[config.mk]
export PLATFORM = sky130hd
export DESIGN_NAME = gated_piso_shifter
export DESIGN_NICKNAME = d
export VERILOG_FILES = /design/src/rtl/gps_pkg.sv /design/src/rtl/gps_edge_fsm.sv /design/src/rtl/gps_stage_array.sv /design/src/rtl/gated_piso_shifter.sv
export SDC_FILE = /design/constraint.sdc
export NUM_CORES = 1
export LEC_CHECK = 0
export BUFFER_PORTS_ARGS = -buffer_cell sky130_fd_sc_hd__buf_2
export CAP_MARGIN = 20
export CORE_AREA = 5 5 42 44
export CTS_BUF_LIST = sky130_fd_sc_hd__clkbuf_16
export CTS_CLUSTER_DIAMETER = 30
export DETAILED_ROUTE_END_ITERATION = 6
export DIE_AREA = 0 0 47 49
export GPL_ROUTABILITY_DRIVEN = 0
export HOLD_SLACK_MARGIN = 0.1
export PLACE_DENSITY = 0.74
export SLEW_MARGIN = 20
export SYNTH_ARGS = -nofsm -noshare
export SYNTH_HDL_FRONTEND = slang
export SYNTH_SLANG_ARGS = --single-unit
[constraint.sdc]
create_clock -name sys_clk -period 4 [get_ports sys_clk]
set_clock_uncertainty 0.15 [all_clocks]
set_input_delay 0.8 -clock sys_clk [delete_from_list [all_inputs] [get_ports sys_clk]]
set_output_delay 0.8 -clock sys_clk [all_outputs]
set_load 0.02 [all_outputs]
[src/rtl/gps_pkg.sv]
package gps_pkg;
    typedef enum logic [1:0] {
        ST_ARMED  = 2'd0,
        ST_RUN_HI = 2'd1,
        ST_HELD   = 2'd2
    } gate_state_e;
endpackage

[src/rtl/gps_edge_fsm.sv]
module gps_edge_fsm
    import gps_pkg::*;
(
    input  logic        sys_clk,
    input  logic        clear_n,
    input  logic        shclk_in,
    input  logic        inhibit_in,
    output logic        fire_o,
    output logic        illegal_o,
    output logic        fault_o,
    output gate_state_e state_o
);
    gate_state_e state_q, state_d;

    // next state from the sampled pair
    always_comb begin
        if (inhibit_in)    state_d = ST_HELD;
        else if (shclk_in) state_d = ST_RUN_HI;
        else               state_d = ST_ARMED;
    end

    always_ff @(posedge sys_clk or negedge clear_n) begin
        if (!clear_n) state_q <= ST_HELD;
        else          state_q <= state_d;
    end

    // outputs per state
    always_comb begin
        fire_o    = 1'b0;
        illegal_o = 1'b0;
        unique case (state_q)
            ST_ARMED: begin
                fire_o    = shclk_in | inhibit_in;
                illegal_o = inhibit_in & ~shclk_in;
            end
            ST_RUN_HI: begin
                illegal_o = inhibit_in & ~shclk_in;
            end
            ST_HELD: begin
                fire_o    = 1'b0;
            end
            default: begin
                fire_o    = 1'b0;
            end
        endcase
    end

    always_ff @(posedge sys_clk or negedge clear_n) begin
        if (!clear_n) fault_o <= 1'b0;
        else          fault_o <= illegal_o;
    end

    assign state_o = state_q;

    // from the held state no edge can fire
    a_r2_held_no_fire: assert property (@(posedge sys_clk) disable iff (!clear_n)
        (state_q == ST_HELD) |-> !fire_o);

    // a fault is only raised from a non-held state
    a_r6_fault_origin: assert property (@(posedge sys_clk) disable iff (!clear_n)
        illegal_o |-> (state_q != ST_HELD));
endmodule

[src/rtl/gps_stage_array.sv]
module gps_stage_array #(
    parameter int W = 8
) (
    input  logic         sys_clk,
    input  logic         clear_n,
    input  logic         fire,
    input  logic         load_n,
    input  logic         ser_in,
    input  logic [W-1:0] par_in,
    output logic [W-1:0] stage_o
);
    localparam int LAST = W - 1;

    logic [W-1:0] stage_q;
    logic [W-1:0] shift_src;

    genvar i;
    generate
        for (i = 0; i < W; i++) begin : g_stage
            if (i == 0) begin : g_head
                assign shift_src[i] = ser_in;
            end else begin : g_body
                assign shift_src[i] = stage_q[i-1];
            end

            always_ff @(posedge sys_clk or negedge clear_n) begin
                if (!clear_n)   stage_q[i] <= 1'b0;
                else if (fire)  stage_q[i] <= load_n ? shift_src[i] : par_in[i];
            end
        end
    endgenerate

    assign stage_o = stage_q;

    // load takes the whole word, serial input ignored
    a_r4_load_word: assert property (@(posedge sys_clk) disable iff (!clear_n)
        (fire && !load_n) |=> (stage_q == $past(par_in)));

    // shift moves every bit one place toward the output
    a_r5_shift_step: assert property (@(posedge sys_clk) disable iff (!clear_n)
        (fire && load_n) |=> (stage_q[0] == $past(ser_in)) &&
                             (stage_q[LAST] == $past(stage_q[LAST-1])));

    // no fire, no change
    a_r2_idle_hold: assert property (@(posedge sys_clk) disable iff (!clear_n)
        !fire |=> $stable(stage_q));
endmodule

[src/rtl/gated_piso_shifter.sv]
module gated_piso_shifter
    import gps_pkg::*;
#(
    parameter int W = 8
) (
    input  logic         sys_clk,
    input  logic         clear_n,
    input  logic         shclk_in,
    input  logic         inhibit_in,
    input  logic         load_n,
    input  logic         ser_in,
    input  logic [W-1:0] par_in,
    output logic         ser_out,
    output logic         inhibit_fault
);
    logic        fire;
    logic        illegal;
    gate_state_e gstate;
    logic [W-1:0] stages;

    gps_edge_fsm u_fsm (
        .sys_clk    (sys_clk),
        .clear_n    (clear_n),
        .shclk_in   (shclk_in),
        .inhibit_in (inhibit_in),
        .fire_o     (fire),
        .illegal_o  (illegal),
        .fault_o    (inhibit_fault),
        .state_o    (gstate)
    );

    gps_stage_array #(.W(W)) u_stages (
        .sys_clk (sys_clk),
        .clear_n (clear_n),
        .fire    (fire),
        .load_n  (load_n),
        .ser_in  (ser_in),
        .par_in  (par_in),
        .stage_o (stages)
    );

    assign ser_out = stages[W-1];

    // clear holds everything at zero
    always_ff @(posedge sys_clk) begin
        if (!clear_n) begin
            a_r1_clear_zero: assert (stages == '0 && !inhibit_fault);
        end
    end

    // inhibit held high keeps contents
    a_r3_inhibit_hold: assert property (@(posedge sys_clk) disable iff (!clear_n)
        (gstate == ST_HELD && inhibit_in) |=> $stable(stages));

    // a fault pulse follows an inhibit rise with clock low
    a_r6_fault_cause: assert property (@(posedge sys_clk) disable iff (!clear_n)
        inhibit_fault |-> ($past(inhibit_in) && !$past(shclk_in)));
endmodule

[Word-level counts from Yosys, hierarchy flattened]
Index checks and enable logic that the tools add are counted.
Operators by class
  reduce and logical (&&, ||, !) cells: 2
  bitwise logic cells: 3
  eq/ne operators: 1
  muxes and demuxes: 12
Operators with widths (count)
  $mux W1: 11
  $eq A2 B1 Y1 const B: 1
  $logic_not A2 Y1: 1
  $mux W2: 1
  $reduce_or A2 Y1: 1
  $and A1 B1 Y1: 1
  $not A1 Y1: 1
  $or A1 B1 Y1: 1
Word-level totals
  output and inout bits: 2
  register bits: 11
  logic and storage cells: 28

[Logic depth before layout (Yosys ltp)]
Gate-level depths: netlist (run 1).
  depth after elaboration: 3
  gate-level depth with buffers: 3
  depth with buffers taken out: 3

[By module]
A second synthesis (run 1) with hierarchy kept.
Second synthesis, totals
  cell total of the unflattened synthesis: 42
  area total of the unflattened synthesis: 491.7 µm²
By module, submodules not included
  gps_stage_array: sequential area each 200.2 µm², cells an instance 35, area an instance 382.9 µm², instances 1
  gps_edge_fsm: sequential area each 76.3 µm², cells an instance 7, area an instance 108.9 µm², instances 1

[Worst setup path after synthesis (run 1)]
Ideal clock, no wire load.
  kind: input to register
  start point: input port load_n
  end point: register u_stages.stage_q[0] (netlist: u_stages.stage_o[0])
  setup slack: 2.257 ns
  path buffers: 1
  setup time: 0.125 ns
  stages: 3
  arrival time: 1.468 ns
  data required time: 3.725 ns
  path through: buf_6 mux2_2 mux2_2
Between the ends
  word-level cells in the longest chain between the ends: 1
RTL lines
  start: declaration: line gated_piso_shifter.sv:10  | input logic load_n,
  $mux W1: line gps_stage_array.sv:28  | else if (fire) stage_q[i] <= load_n ? shift_src[i] : par_in[i];
  end signal: indexed assignment: line gps_stage_array.sv:28
  end: declaration: line gps_stage_array.sv:14  | logic [W-1:0] stage_q;
Every way passes these cells.
A chain may end at the register's enable or synchronous reset.

[Worst setup path after layout (run 1)]
  start point: register u_stages.stage_q[7] (netlist: u_stages.stage_o[7])
  end point: output port ser_out
RTL lines
  end: declaration: line gated_piso_shifter.sv:13  | output logic ser_out,
No word-level cell between the ends.

==> results of run 1 <==
==> metrics by stage <==
step / instance area (µm²) / setup slack (ps) / hold slack [ps] / power, W / utilization, %
after floorplan: 502 / 2260 / 325 / 0.000192 / -
after detailed placement: 586 / 2040 / 347 / 0.000212 / 41.8
after global placement: 586 / 2060 / 338 / 0.000209 / 41.8
after global routing: 664 / 2240 / 291 / 0.000406 / 47.4
after CTS: 664 / 2280 / 281 / 0.000391 / 47.4
final: 664 / 2300 / 279 / 0.000385 / 47.4
==> cells by family (layout without fill, tap and decap cells) <==
| group | Yosys count | count (layout) | share of synthesized area [%] |
|---|---|---|---|
| and+or+nand+nor | 4 | 4 | 6.73 |
| buffers and inverters | 1 | 19 | 2.24 |
| muxes | 16 | 16 | 35.9 |
| DFF | 11 | 11 | 55.1 |
==> synthesized netlist by cell type <==
library cell and instances:
nor2_1 1, dfstp_2 1, buf_6 1, nor2b_1 1, mux2_2 16, nor3b_1 1, nor3_4 1, dfrtp_1 10
==> final timing paths <==
path                                     start             endpoint  cells after the start  slack (ps)
max in group asynchronous              clear_n     u_fsm.state_o[1]                      1        3160
max                        u_stages.stage_o[7]              ser_out                      1        2300
min in group sys_clk       u_stages.stage_o[7]  u_stages.stage_o[7]                      1         350
min reg2reg                u_stages.stage_o[7]  u_stages.stage_o[7]                      1         350
min                                    clear_n  u_stages.stage_o[7]                      1         280
max reg2reg                   u_fsm.state_o[0]  u_stages.stage_o[2]                      2        2580
==> per-layer routing <==
metal | vias up | wire [µm]
met1 | 147 | 325
met5 | - | 0
met3 | 0 | 55
li1 | 149 | -
met2 | 8 | 432
met4 | 0 | 0
==> sequential cells by signal, indices dropped and copies added, names as in the netlist <==
register	cells
u_fsm.state_o	2
u_stages.stage_o	8
u_fsm.fault_o	1
==> final cells by class <==
type                            count  area (µm²)  share of cell area, %
Multi-Input combinational cell     20         214                   32.2
Clock inverter                      1        3.75                  0.565
Tap cell                           16        20.0                   3.01
Clock buffer                        3        75.1                   11.3
Timing Repair Buffer               15        75.1                   11.3
Sequential cell                    11         277                   41.6
==> power by group <==
group | switching [W] | total (W) | internal [W] | leakage, nW
Combinational | 0.0000226 | 0.0000606 | 0.0000379 | 0.132
Sequential | 0.0000115 | 0.000148 | 0.000137 | 0.131
Clock | 0.0000449 | 0.000176 | 0.000131 | 0.0423
==> results.yml, run 1 <==
cells_and_area:
  fin_cells: 66
  final_common_cell: "mux2_2"
  n_fill_cell: 135
  antennaDiodeCount: 0
  nets: 65
  final_cell_mix: "16 x mux2_2, 15 x buf_2, 10 x dfrtp_1, 3 x clkbuf_16"
  drive_above_1_share_pct: 72.0
  area_growth_pct: 32.4
global_routing:
  grt_use_met2_pct: 13.6
  grt_pass1_wl_um: 1450
  grt_overflow: 0
  grtUsageTotal_pct: 8.78
  use_met1_pct: 10.3
  gr-usage-met3_pct: 3.32
  grt_busiest_layer: "met2"
  antenna_found_initial: 0
  grt_pass1_vias: 359
  grt_max_degree: 12
timing:
  drv_slew: 0
  finalCritPeriodShare_pct: 42.5
  relSlewSlack_pct: 74.6
  rsz0062_at_grt: "false"
  setup_viol: 0
  worst_pin_slew_ps: 380
  fmax_ghz: 0.588
  fin_crit_ps: 1700
  hold_viol_final: 0
  fin_tns_setup_ps: 0
placed_design:
  place_hpwl_um: 654
  port_buffers: 15
  place_inst: 62
clock_network:
  root_buffer: "clkbuf_16"
  post_cts_resized: 0
  clkTransAtPathRegs_ps: 40
  htree_num_levels: 1
  clockBufferDepth: 2
  cts_hold_buf: 0
  clock_latency_ps: 230
  cts_num_sinks: 11
  cts_tree: "yes"
  cts_buffers: 3
  post_cts_buffers: 0
power:
  p_per_area_nw_per_um2: 579
  ir_worst_vdd_mv: 0.302
  leakage_nw: 0.305
worst_hold_path:
  hp-class: "input port to async pin"
synth:
  synth.avg_cell_area_um2: 15.7
  synth_top_area_share_pct: 49.9
  ys_seq_area_share_pct: 55.1
  ys_types: 8
  yosysWarnings: 0
  netlist_area_um2: 502
  synthTopCellsByArea: "dfrtp_1 50%, mux2_2 36%, dfstp_2 5.2%"
  synth_fp_nets: 46
  synth-seq-cells: 11
  yosys.area.top_type: "dfrtp_1"
  syn_inst: 32
die:
  start_util_pct: 35.8
  dieArea_um2: 2300
  coreArea_um2: 1400
  rows: 14
  die_h_um: 49
  die_w_um: 47
  ios: 16
routing:
  wl_um: 812
  drt_first_pass_iters: 1
  via_per_inst: 4.61
  final_antenna_net_count: 0
  route.detailed.wl_per_inst_um: 12.3
  routed-via-count: 304
  drcViolationCount: 0
  drtIter0Drc: 0
worst_setup_path:
  crit_buf_inv: 1
  cp-end-kind: "output port"
  path_cells: "buf_2"
  required_ps: 3050
  startpoint_type: "flop"
  slowest_delay_ps: 360
  path_max_fanout: 2
  crit_path_top_delay_cell: "dfrtp_1"
  worstSetupPathType: "flop to output port"
  critPathTopFamily: "flip-flops"
  arrival_ps: 750
flow_run:
  cap_violations: 0
run_status:
  status: "finished, final reports clean"
No activity file was read; power rests on OpenSTA's default activity.
==> run 2, diff against run 1 <==
==> constraint.sdc (replaced) <==
create_clock -name sys_clk -period 1.7 [get_ports sys_clk]
set_clock_uncertainty 0.15 [all_clocks]
set_input_delay 0.34 -clock sys_clk [delete_from_list [all_inputs] [get_ports sys_clk]]
set_output_delay 0.34 -clock sys_clk [all_outputs]
set_load 0.02 [all_outputs]
==> results.yml, run 2 (synthesis results as in run 1) <==
worst_setup_path:
  r2r_end: "u_stages.stage_o[2]"
  cp-end-kind: "flop"
  path_cells: "nor3_4 -> mux2_2"
  worstSetupPathType: "flop to flop"
  startpoint_type: "flop"
  slowest_delay_ps: 390
  reg2reg_depth: 2
  path_max_fanout: 8
  crit_buf_inv: 0
  critPathTopFamily: "flip-flops"
  arrival_ps: 1390
  reg2reg_slack_ps: 280
  required_ps: 1660
  crit_path_top_delay_cell: "dfrtp_1"
  r2r-start: "u_fsm.state_o[0]"
clock_network:
  clkTransAtPathRegs_ps: 40
  clock_latency_ps: 230
  cts_tree: "yes"
  cts_num_sinks: 11
  htree_num_levels: 1
  post_cts_resized: 0
  clockBufferDepth: 2
  root_buffer: "clkbuf_16"
  cts_hold_buf: 2
  post_cts_buffers: 0
  cts_buffers: 3
timing:
  fin_tns_setup_ps: 0
  rsz0062_at_grt: "false"
  drv_slew: 0
  fin_crit_ps: 1420
  setup_viol: 0
  fmax_ghz: 0.703
  finalCritPeriodShare_pct: 83.7
  worst_pin_slew_ps: 380
  hold_viol_final: 0
  relSlewSlack_pct: 74.6
global_routing:
  grt_max_degree: 12
  grt_pass1_vias: 372
  grt_pass1_wl_um: 1480
  grtUsageTotal_pct: 8.99
  grt_overflow: 0
  antenna_found_initial: 0
power:
  power_frac_comb_pct: 16.1
  internal_power_w: 0.000722
  p_sw_share_pct: 20.6
  p_switching_w: 0.000187
  leakage_nw: 0.313
  ir_worst_vdd_mv: 0.712
  p_per_area_nw_per_um2: 1330
  finalPower_w: 0.000909
  p_clk_share_pct: 45.5
  seqPwrFrac_pct: 38.4
routing:
  wl_um: 844
  drcViolationCount: 0
  via_per_inst: 4.59
  routed-via-count: 312
  final_antenna_net_count: 0
  drtIter0Drc: 0
  route.detailed.wl_per_inst_um: 12.4
  drt_first_pass_iters: 1
die:
  die_h_um: 49
  coreArea_um2: 1400
  rows: 14
  start_util_pct: 35.8
  ios: 16
  die_w_um: 47
  dieArea_um2: 2300
cells_and_area:
  post-route-util_pct: 48.8
  n_fill_cell: 134
  ff_latch_area_um2: 277
  drive_above_1_share_pct: 69.2
  largest_reg_flops: 8
  multi_input_area_um2: 214
  antennaDiodeCount: 0
  final_cell_mix: "16 x mux2_2, 15 x buf_2, 10 x dfrtp_1, 3 x clkbuf_16, 2 x dlygate4sd3_1"
  area_growth_pct: 36.4
  final_common_cell: "mux2_2"
  nets: 67
  fin_cells: 68
run_status:
  status: "finished, final reports clean"
worst_hold_path:
  holdPathStages: 2
  holdCritStartpoint: "shclk_in"
  whs_endpoint: "u_fsm.fault_o"
  hp-class: "input port to flop"
flow_run:
  cap_violations: 0
placed_design:
  place_inst: 62
  port_buffers: 15
  place_hpwl_um: 654
## run 2: cell count changes in the layout (fill, tap and decap cells not counted), sizes merged
cell | previous run | this run
dlygate4sd3 | 0 | 2
## run 2: final cells by class
cell class                      count  share of cell area [%]
Sequential cell                    11                    40.4
Multi-Input combinational cell     20                    31.3
Timing Repair Buffer               17                    13.9
Clock buffer                        3                    11.0
Tap cell                           16                    2.93
Clock inverter                      1                   0.548
## run 2: worst register-to-register path: stages, from the launching register on
cell and delay, ps:
dfrtp_1 390, nor3_4 380, mux2_2 390
## run 2: power by group through the flow
stage               sequential [W]  combinational [W]  clock, W
floorplan                 0.000356          0.0000955         0
global placement          0.000352           0.000141         0
detailed placement        0.000354           0.000146         0
CTS                       0.000350           0.000149  0.000424
global route              0.000357           0.000160  0.000443
finish                    0.000349           0.000146  0.000414
## run 2: worst max-delay path by stage
stage / startpoint / end / slack [ps] / cells past startpoint
2_1_floorplan: u_fsm.state_o[0] / u_stages.stage_o[0] / 360 / 2
3_3_place_gp: inhibit_in / u_stages.stage_o[6] / 220 / 4
3_5_place_dp: inhibit_in / u_stages.stage_o[2] / 200 / 4
4_1_cts: u_fsm.state_o[0] / u_stages.stage_o[2] / 250 / 2
5_1_grt: u_fsm.state_o[0] / u_stages.stage_o[3] / 220 / 2
6_report: u_fsm.state_o[0] / u_stages.stage_o[2] / 280 / 2
## run 2: routing by layer
layer	track usage, %	share of wire, %	vias up	wire length [µm]
li1	-	-	153	-
met3	3.32	7.0	0	59
met4	4.15	0	0	0
met5	0	0	-	0
met2	14.5	55	8	463
met1	10.1	38	151	320
## run 2: metrics by stage
step	worst slack, ps	instance area, µm²	hold WS (ps)
after CTS	250	684	136
after floorplan	360	502	-106
after global placement	222	586	65.4
after global routing	218	684	154
after detailed placement	195	586	70.1
final	278	684	138
